==> src/rtl/pwr_mode_ctl.sv <==
module pwr_mode_ctl #(
  parameter int MC_CLKS = 12
) (
  input  logic clk,
  input  logic por_n,
  input  logic rst_in,
  input  logic wr_en,
  input  logic wr_idle,
  input  logic wr_pdown,
  input  logic irq_pend,
  input  logic osc_stable,
  input  logic ext_code,
  output logic sys_rst,
  output logic cpu_clk_en,
  output logic per_clk_en,
  output logic osc_en,
  output logic idle_q,
  output logic pd_q,
  output logic strobe_ovr,
  output logic strobe_lvl,
  output logic p0_float,
  output logic p2_ovr,
  output logic p2_sel_addr
);
  localparam int RST_CYC = 2 * MC_CLKS;
  localparam int CW = $clog2(RST_CYC + 1);

  typedef enum logic [1:0] {S_RUN, S_IDLE, S_PD, S_WAKE} st_t;
  st_t st, st_nx;
  logic [CW-1:0] rcnt;
  logic hold;

  always_ff @(posedge clk or negedge por_n)
    if (!por_n) rcnt <= '0;
    else if (!rst_in) rcnt <= '0;
    else if (rcnt != CW'(RST_CYC)) rcnt <= rcnt + CW'(1);

  assign sys_rst = (rcnt == CW'(RST_CYC));

  always_comb begin
    st_nx = st;
    if (sys_rst) begin
      case (st)
        S_PD:    st_nx = S_WAKE;
        S_WAKE:  st_nx = osc_stable ? S_RUN : S_WAKE;
        default: st_nx = S_RUN;
      endcase
    end else begin
      case (st)
        S_RUN:
          if (wr_en && wr_pdown) st_nx = S_PD;
          else if (wr_en && wr_idle) st_nx = S_IDLE;
        S_IDLE: if (irq_pend) st_nx = S_RUN;
        S_WAKE: if (osc_stable) st_nx = S_RUN;
        default: st_nx = st;
      endcase
    end
  end

  always_ff @(posedge clk or negedge por_n)
    if (!por_n) st <= S_RUN;
    else st <= st_nx;

  assign idle_q      = (st == S_IDLE);
  assign pd_q        = (st == S_PD);
  assign hold        = idle_q || pd_q;
  assign cpu_clk_en  = (st == S_RUN);
  assign per_clk_en  = (st == S_RUN) || idle_q;
  assign osc_en      = !pd_q;
  assign strobe_ovr  = hold;
  assign strobe_lvl  = idle_q;
  assign p0_float    = hold && ext_code;
  assign p2_ovr      = hold && ext_code;
  assign p2_sel_addr = idle_q && ext_code;
endmodule


==> config.mk <==
export PLATFORM = sky130hd
export DESIGN_NAME = pwr_mode_ctl
export DESIGN_NICKNAME = d
export VERILOG_FILES = /design/src/rtl/pwr_mode_ctl.sv
export SDC_FILE = /design/constraint.sdc
export NUM_CORES = 1
export LEC_CHECK = 0
export ABC_AREA = 1
export BUFFER_PORTS_ARGS = -buffer_cell sky130_fd_sc_hd__buf_2
export CORE_AREA = 4 4 43 49
export CTS_BUF_LIST = sky130_fd_sc_hd__clkbuf_16
export DETAILED_ROUTE_END_ITERATION = 16
export DIE_AREA = 0 0 47 53
export HOLD_SLACK_MARGIN = 0.1
export PLACE_DENSITY = 0.63
export SLEW_MARGIN = 10
export SYNTH_ARGS = -nofsm -noshare
export SYNTH_HDL_FRONTEND = slang
export SYNTH_SLANG_ARGS = --single-unit
==> constraint.sdc <==
create_clock -name clk -period 2.4 [get_ports clk]
set_input_delay 0.48 -clock clk [delete_from_list [all_inputs] [get_ports clk]]
set_output_delay 0.48 -clock clk [all_outputs]
set_load 0.03 [all_outputs]
Yosys cells after proc, flatten, opt, wreduce, memory -nomap -nowiden
Cells that the tools add are included.
Word-level totals
  register bits: 7
  input port bits: 9
  output and inout port bits: 11
Cells by class
  add/sub/neg operators: 1
  equal/unequal tests: 9
  multiplexer cells: 10
  reduce and logical (&&, ||, !) cells: 10
Operators by type and width (number)
  $mux 2: 6
  $mux 5: 2
  $ne 3x3->1 const B: 2
  $pmux 2 s3: 1
  $add 5x1->5 const B: 1
  $eq 5x5->1 const B: 1
  $ne 5x5->1 const B: 1
  $eq 2x2->1 const B: 2
  $logic_and 1x1->1: 4
  $ne 4x2->1 const B: 1
  $pmux 2 s2: 1
  $reduce_and 4->1: 1
  $reduce_bool 4->1: 1
  $eq 2x1->1 const B: 1
  $logic_not 2->1: 1
  $logic_or 1x1->1: 2
  $ne 2x1->1 const B: 1
  $logic_not 1->1: 1

Depth between registers and ports, before layout
Gate-level depths: netlist (run 1).
  word-level depth: 5
  gate-level depth with buffers: 9
  depth with buffers taken out: 9

Least setup slack after synthesis (run 1)
OpenSTA, ideal clock, no wires.
  kind: reg2out
  start: reg st[0]
  end: out p2_ovr
  data arrival time: 1393 ps
  required time: 1920 ps
  slack: 527 ps
  stages on the path, launching flop included: 6
  buffers on the path: 1
  cells stage by stage: dfrtp_1 inv_1 ha_1 nand2_1 inv_1 buf_4
Between the ends
  cells in the longest elaborated chain, start to end: 3
Ends and longest elaborated chain
  start: declaration: line 29  | st_t st, st_nx;
  start signal: assignment: line 62  | else st <= st_nx;
  $eq 2x1->1 or $eq 2x2->1 (tied branches): line 64, 65
  $logic_or 1x1->1 *: line 66  | assign hold = idle_q || pd_q;
  via strobe_ovr: line 19  | output logic strobe_ovr,
  $logic_and 1x1->1 *
  end: declaration: line 22  | output logic p2_ovr,
Mark *: on every way through the listed nets, which the timed path passes. The rest lies on a longest branch.

Final worst setup path (run 1)
  start: reg st[1]
  end: out per_clk_en
Between the ends
  cells in the longest elaborated chain, start to end: 2
Ends and longest elaborated chain
  $eq 2x1->1 or $logic_not 2->1 (tied branches): line 64, 68
  $logic_or 1x1->1 *: line 68  | assign per_clk_en = (st == S_RUN) || idle_q;
  end: declaration: line 15  | output logic per_clk_en,
Mark *: on every way between the ends. The rest lies on a longest branch, timed or not.

==> results of run 1 <==
==> area by class of cell <==
class | instances | area [um2]
Clock buffer | 3 | 75.07
Clock inverter | 1 | 3.754
Fill cell | 181 | 964.7
Inverter | 14 | 52.55
Multi-Input combinational cell | 48 | 282.8
Sequential cell | 7 | 175.2
Tap cell | 18 | 22.52
Timing Repair Buffer | 20 | 105.1
==> state kept, by name, summed over array words and instances (netlist names) <==
name  flops
st        2
rcnt      5
==> how the worst max path moves through the flow <==
stage	endpoint	slack [ns]	cells after the start	startpoint
floorplan	p2_ovr	0.53	5	st[0]
global placement	per_clk_en	0.78	4	st[1]
detailed placement	per_clk_en	0.74	4	st[1]
CTS	per_clk_en	0.50	4	st[1]
global route	per_clk_en	0.42	4	st[1]
finish	per_clk_en	0.51	4	st[1]
==> critical path, delay by kind of cell, from the launching register on <==
family / cells / cell delay, ns
fa+ha+maj: 1 / 0.24
buf+inv: 2 / 0.26
flops: 1 / 0.39
simple gates: 1 / 0.30
==> repair_timing <==
action | in CTS | in global routing
endpoints found under the setup margin | 0 | 0
hold endpoints to repair | 7 | 0
hold buffers | 1 | 0
==> through the flow <==
| stage | instance area, um2 | power [uW] | instances | setup WS (ns) |
|---|---|---|---|---|
| floorplan | 525.5 | 573.5 | 71 | 0.5273 |
| global placement | 628.1 | 660.2 | 106 | 0.7803 |
| detailed placement | 628.1 | 667.2 | 106 | 0.7405 |
| CTS | 716.9 | 951.8 | 111 | 0.4962 |
| global route | 716.9 | 1010 | 111 | 0.4187 |
| finish | 716.9 | 937.8 | 111 | 0.5076 |
==> kinds of logic (layout without fill, tap and decap cells) <==
logic type / count (synthesis) / count (layout)
XOR/XNOR: 3 / 3
AND/OR/NAND/NOR: 38 / 38
AO/OA/AOI/OAI: 1 / 1
flip-flops: 7 / 7
adder cells (fa/ha/maj): 6 / 6
buffers and inverters: 16 / 38
==> cells in the final DEF (no fill, tap or decap) <==
cell and instances:
ha_1 6, nand4_4 1, inv_1 14, buf_2 19
clkbuf_16 3, inv_2 1, dlygate4sd3_1 1, xor2_1 2
o21ai_0 1, nor3_1 1, dfrtp_1 7, xnor2_1 1
nand2_1 21, nand2_2 1, nand3_1 8, nor2_1 5
or2_2 1
==> power breakdown <==
group | switching, uW | internal [uW]
registers | 22.1 | 139
logic | 349 | 150
clock network | 61.0 | 216
==> routing by layer <==
metal | vias to the layer above | global-route usage (%) | wire length, um
met3 | 2 | 2.041 | 90
met1 | 200 | 11.29 | 434
met5 | - | 0 | 0
met4 | 0 | 5.530 | 19
met2 | 17 | 15.38 | 446
li1 | 258 | - | -
==> summary.md, run 1 <==
The cell depth of the worst min-delay path was 3. The run gives 0.23 ns as the worst-skew pair later-pin latency. In this run the most critical hold path is launched from rst_in. The run gives 2491 um2 as the full die area.

For the peak supply drop, the log shows 0.0007077 V. The detail route stage leaves a number of antenna-violating nets equal to 0. The synthesis-to-finish area growth is 36.43%. The simple-gate area share of the yosys netlist came out at 33.57%. The final routed wire length divided by cell count is 8.928 um, and the TritonCTS buffer count is 3. Once the floorplan was initialized, standard cells occupied 31.25% of the core.

The share of the synthesized netlist area taken by xor and xnor gates works out to 5.000%. The run gives 1 as the number of levels in the clock H-tree. CTS placed an instance of clkbuf_16 at the clock tree root.

The clock-pin slew reported for the worst setup and hold paths after clock tree synthesis came out at 0.04 ns. The total I/O pin count is 20. For this run, the top clock speed supported by timing is 528.4 MHz. The number of setup buffers added after CTS is 0. The tree built by TritonCTS fans out to 7 sinks. Setup slack on the worst reg-to-reg path comes out at 1.04 ns. The largest total area in the synthesized netlist belongs to dfrtp_1.

For the initial DRC count, the log shows 5. The Yosys step of the flow raised 0 warnings. Counting I/O delays and the setup requirement, the final critical path takes 1.892 ns. The run gives 991 um as the final wirelength. The synthesized netlist devotes 0.9524% of its cell area to compound gates. Across the run, the number of max-cap violations was 0.

The die is 53 um tall. The number of antenna repair diodes came out at 0. After synthesis, the largest family of logic cells by area is simple AND/OR/NAND/NOR gates. The sequential cell area fraction in the yosys report was 33.33%; the highest fanout seen on the critical path was 7.

Via count of the first global-routing pass: 437. The worst pin sits at a relative slew slack of 87.88%. Ranked by total cell area, the synthesized netlist is headed by dfrtp_1 33%, nand2_1 15%, ha_1 14%.

After detailed routing, the number of remaining DRC violations is 0. The synthesized netlist contains 15 unique library cells. The cell area that synthesis handed to floorplanning was 525.5 um2. The most used flip-flop cell after synthesis is dfrtp_1. In the synthesized netlist, mux cells make up 0% of the area. The mean post-synth cell area came out at 7.401 um2. Largest incremental delay on the critical path: 0.39 ns.

Counting every net in the synthesized netlist gives 86. In this run the critical register-to-register path is launched from st[1]. The worst path uses 78.85% of the clock period.

Cells with a size suffix above 1 make up 27.96% of the layout. The slew at the pin closest to its max-slew limit is 0.1804 ns, and the worst slack on hold paths is 0.5133 ns. The via count normalized by instance count is 4.297.

The congestion estimate from routability-driven global placement came to 0.7392. Counting instances in the post-synthesis netlist gives the leading cell types as 21 x nand2_1, 13 x inv_1, 8 x nand3_1. The synthesized design contains 7 register bits. Setup repair after global routing left no endpoint under its margin.

The run gives 1.92 ns as the critical path data required time. The count of input and output buffers is 19. Setup violations remaining at the end of the flow were counted as 0.

The run finished with clean final reports. The total power per unit cell area is 1308 nW/um2. The worst hold path terminates at rcnt[1]. The highest-delay cell along the critical path is dfrtp_1. The first-pass GRT wire length is 1731 um.

Walking the worst path, the cells encountered are inv_1, ha_1, or2_2, buf_2. The endpoint identified for the worst register-to-register timing path is st[0]. Number of pins with negative max-slew slack in the final report: 0.

TritonCTS built the clock tree. The synthesized design contains 0 enable-type register cells. The floorplan step defined a core boundary enclosing 1682 um2. The worst min-delay path category is in -> reg. The run gives 0 as the number of antenna violations at the first check in global routing.

STA classifies the critical path endpoint as an output pin. The total overflow left after global routing is 0. Cells fill 42.63% of the core in the end. The longest clock path from root to sink contains 2 buffers. The worst reg-to-reg path cell count is 8, and the half-perimeter wire length after detailed placement is 840.8 um. The floorplan has 16 rows. The final number of hold-violating endpoints is 0. Gates resized during post-CTS repair numbered 0. In this run the static leakage power is 0.0004358 uW. The proportion of register bits with asynchronous set or reset after synthesis works out to 100.0%. The worst setup path is of the reg -> out kind.

STA classifies the critical path startpoint as a flip-flop. Adding up every negative setup slack in the final design gives 0 ns. Between clock sinks in the finished design, the worst skew comes to 0.0003834 ns.

Entering global routing, the biggest net connects 10 pins. The width of the chip works out to 47 um. nand2_1 is the most common cell in the netlist. Global routing used 9.559% of the available tracks. The top-area cell type share of the netlist area is 33.33%, and the adder-cell share of the synthesized area is 14.29%.

STA puts the critical path data arrival time at 1.41 ns. Post-layout net count: 109. The routed layout has 477 vias. The cell count after synthesis was 71.

The pre-antenna-repair detailed-routing pass consisted of 2 iterations.
(Power assumes the default switching activity.)
==> run 2, diff against run 1 <==
==> constraint.sdc (replaced) <==
create_clock -name clk -period 1.8 [get_ports clk]
set_input_delay 0.36 -clock clk [delete_from_list [all_inputs] [get_ports clk]]
set_output_delay 0.36 -clock clk [all_outputs]
set_load 0.03 [all_outputs]
==> summary.md, run 2 (synthesis results as in run 1) <==
The run gives 706.2 uW as the internal power consumption. The highest clock frequency the design can meet came out at 580.4 MHz. The worst-skew pair later-pin latency was 0.23 ns; the placement-stage worst setup slack was 0.2605 ns. In this run, the number of DRC markers left after iteration 0 of detailed routing was 8. The number of antenna diodes in the final layout is 0.

Broken down by cell family, the worst path's largest delay share belongs to flip-flops. The number of levels in the clock H-tree is 1. The number of pins with negative max-slew slack in the final report came out at 0. Routability-driven placement finished with a final weighted congestion of 0.7390. In the layout the commonest cells are 21 x nand2_1, 18 x buf_2, 14 x inv_1.

Clock tree synthesis found a total of 7 sinks. The tools report the destination of the worst hold path as rcnt[1]. The TritonCTS buffer count came out at 3. The total power per unit cell area is 1746 nW/um2. The largest registers in the layout are rcnt x5, st x2. The die is 47 um wide.

For this design the total switching power over the nets is 584.6 uW. The final routed wire length divided by cell count was 8.938 um; the number of setup violations in the final report was 0. The largest individual stage delay along the critical path comes from the cell dfrtp_1. The via count normalized by instance count was 4.319.

During placement, the flow inserted port buffers numbering 19. The first-pass iteration count of the detailed router was 2; the shortest clock period the worst path allows after layout was 1.723 ns. Setup total negative slack on the finished layout was measured at 0 ns. The global routing usage summed across all routing layers was 9.559%; the arrival time reported for the critical path endpoint was 1.36 ns. Across the run, the number of max-cap violations was 0.

For the length of routed met2 wiring, the log shows 453 um. The run gives 437 as the via count of the first global-routing pass. Once the floorplan was initialized, standard cells occupied 31.25% of the core.

The number of antenna violations at the first check in global routing was 0. STA classifies the critical path startpoint as a flip-flop. Category of the most critical setup path: reg -> out. The count of nets left with antenna violations after detail routing was 0; the register share of total power was 16.7%.

The final clock period utilization by the worst path came out at 95.72%. In this run the count of I/O pins placed on the die edge is 20. The flow ran to the end, and the final reports show no timing, DRC or antenna violations. For the full die area, the log shows 2491 um2. The logic gate share of total power came out at 54.7%. The floorplan step defined a core boundary enclosing 1682 um2. Setup slack on the critical path of the routed design comes to 0.07706 ns.

Cells with a size suffix above 1 make up 31.58% of the layout. The worst min-delay path category was in -> reg. The launching point of the worst reg2reg path was st[0]. In the detailed route, the total length drawn on met3 is 88 um. For the worst slew margin relative to its limit, the log shows 87.79%. On the final layout, the worst clock skew is 0.0003833 ns.

At the end of the flow, the number of nets in the layout was 111. For the final number of hold-violating endpoints, the log shows 0. For the pin with the worst max-slew slack, the measured transition is 0.1817 ns. The endpoint identified for the worst register-to-register timing path is st[0]. In this run the deepest clock path goes through 2 buffers. TritonCTS built the clock tree. The tools report the met1 wire length as 449 um. The run gives 0 as the overall overflow remaining after global route.

The half-perimeter wire length after detailed placement came out at 840.8 um. Standard-cell row count: 16. The largest register by flop count is rcnt. The highest signal layer in the routed design was met4. The tree is rooted in a clkbuf_16. The switching share of power is 45.29%. Highest fanout seen on the critical path: 7. The number of cells on the worst reg-to-reg path is 8.

The beginning of the worst hold path is rst_in. STA classifies the critical path endpoint as an output pin. The first global-routing pass estimated 1731 um of wire. The critical path goes through inv_1, ha_2, or2_2, buf_2. The detailed-route via count was 488; the synthesis-to-finish area growth was 40.71%. The remaining routing DRC violations is 0, and the critical path data required time is 1.44 ns.

The clock-pin slew reported for the worst setup and hold paths after clock tree synthesis came out at 0.04 ns. Setup repair after global routing left no endpoint under its margin. The proportion of power drawn by the clock network is 28.7%, and the setup slack of the most critical reg-to-reg path is 0.38 ns.

The register with the most flip-flops in the layout has 5 of them. The pin count of the biggest net entering global routing is 10. The number of buffers and inverters on the critical path is 2. The peak supply drop is 0.0009437 V, and the leakage power figure is 0.0004428 uW. The die is 53 um tall.

The largest single stage delay on the critical path is 0.38 ns. For the final wirelength, the log shows 1010 um. Along the worst hold path, the cell count comes to 3.

Leaving out fill and tap cells, the most frequent cell in the layout is nand2_1.
run 2: changes by cell type in the layout (fill, tap and decap cells not counted), sizes merged:
cell	change
clkbuf	+1
buf	+1
run 2: how the worst max path moves through the flow:
| stage | cells after the start | end | slack [ns] | from |
|---|---|---|---|---|
| final | 4 | per_clk_en | 0.08 | st[1] |
| after global placement | 4 | per_clk_en | 0.30 | st[1] |
| after detailed placement | 4 | per_clk_en | 0.26 | st[1] |
| after CTS | 4 | per_clk_en | 0.02 | st[1] |
| after floorplan | 5 | p2_ovr | 0.05 | st[0] |
| after global routing | 5 | sys_rst | 0.01 | rcnt[0] |
run 2: power by group through the flow:
stage          registers [uW]  clock network, uW  logic, uW
2_1_floorplan             210                  0        555
3_3_place_gp              214                  0        666
3_5_place_dp              218                  0        672
4_1_cts                   216                376        677
5_1_grt                   220                385        782
6_report                  215                370        706
run 2: final cells by class:
| class | count | area (um2) |
|---|---|---|
| Timing Repair Buffer | 22 | 122.6 |
| Tap cell | 18 | 22.52 |
| Fill cell | 177 | 942.2 |
| Clock inverter | 1 | 3.754 |
| Clock buffer | 3 | 75.07 |
| Multi-Input combinational cell | 48 | 287.8 |
| Inverter | 14 | 52.55 |
| Sequential cell | 7 | 175.2 |
run 2: routing by layer:
| layer | GRT usage [%] | vias to the layer above |
|---|---|---|
| met2 | 15.38 | 17 |
| met1 | 11.29 | 206 |
| li1 | - | 263 |
| met3 | 2.041 | 2 |
| met4 | 5.530 | 0 |
| met5 | 0 | - |
run 2: timing repair:
item,in CTS,in global routing
hold buffers,1,0
resized for setup,0,3
buffers inserted,0,2
endpoints found under the hold margin,7,0
endpoints found under the setup margin,0,2
run 2: stage by stage:
stage | utilization, % | hold slack (ns) | std cells | power (uW) | instance area [um2]
after floorplan | - | 0.06441 | 71 | 764.7 | 525.5
after global placement | 37.35 | 0.1999 | 106 | 880.3 | 628.1
after detailed placement | 37.35 | 0.2069 | 106 | 889.6 | 628.1
after CTS | 42.63 | 0.3932 | 111 | 1269 | 716.9
after global routing | 43.97 | 0.4122 | 113 | 1387 | 739.5
final | 43.97 | 0.3933 | 113 | 1291 | 739.5
run 2: worst register-to-register path: stages (launching register included):
cell     delay, ns
dfrtp_1       0.41
buf_4         0.15
ha_1          0.22
nor2_1        0.16
nand2_1       0.06
nand3_1       0.12
nand2_1       0.08
nand2_1       0.06
nand2_1       0.06
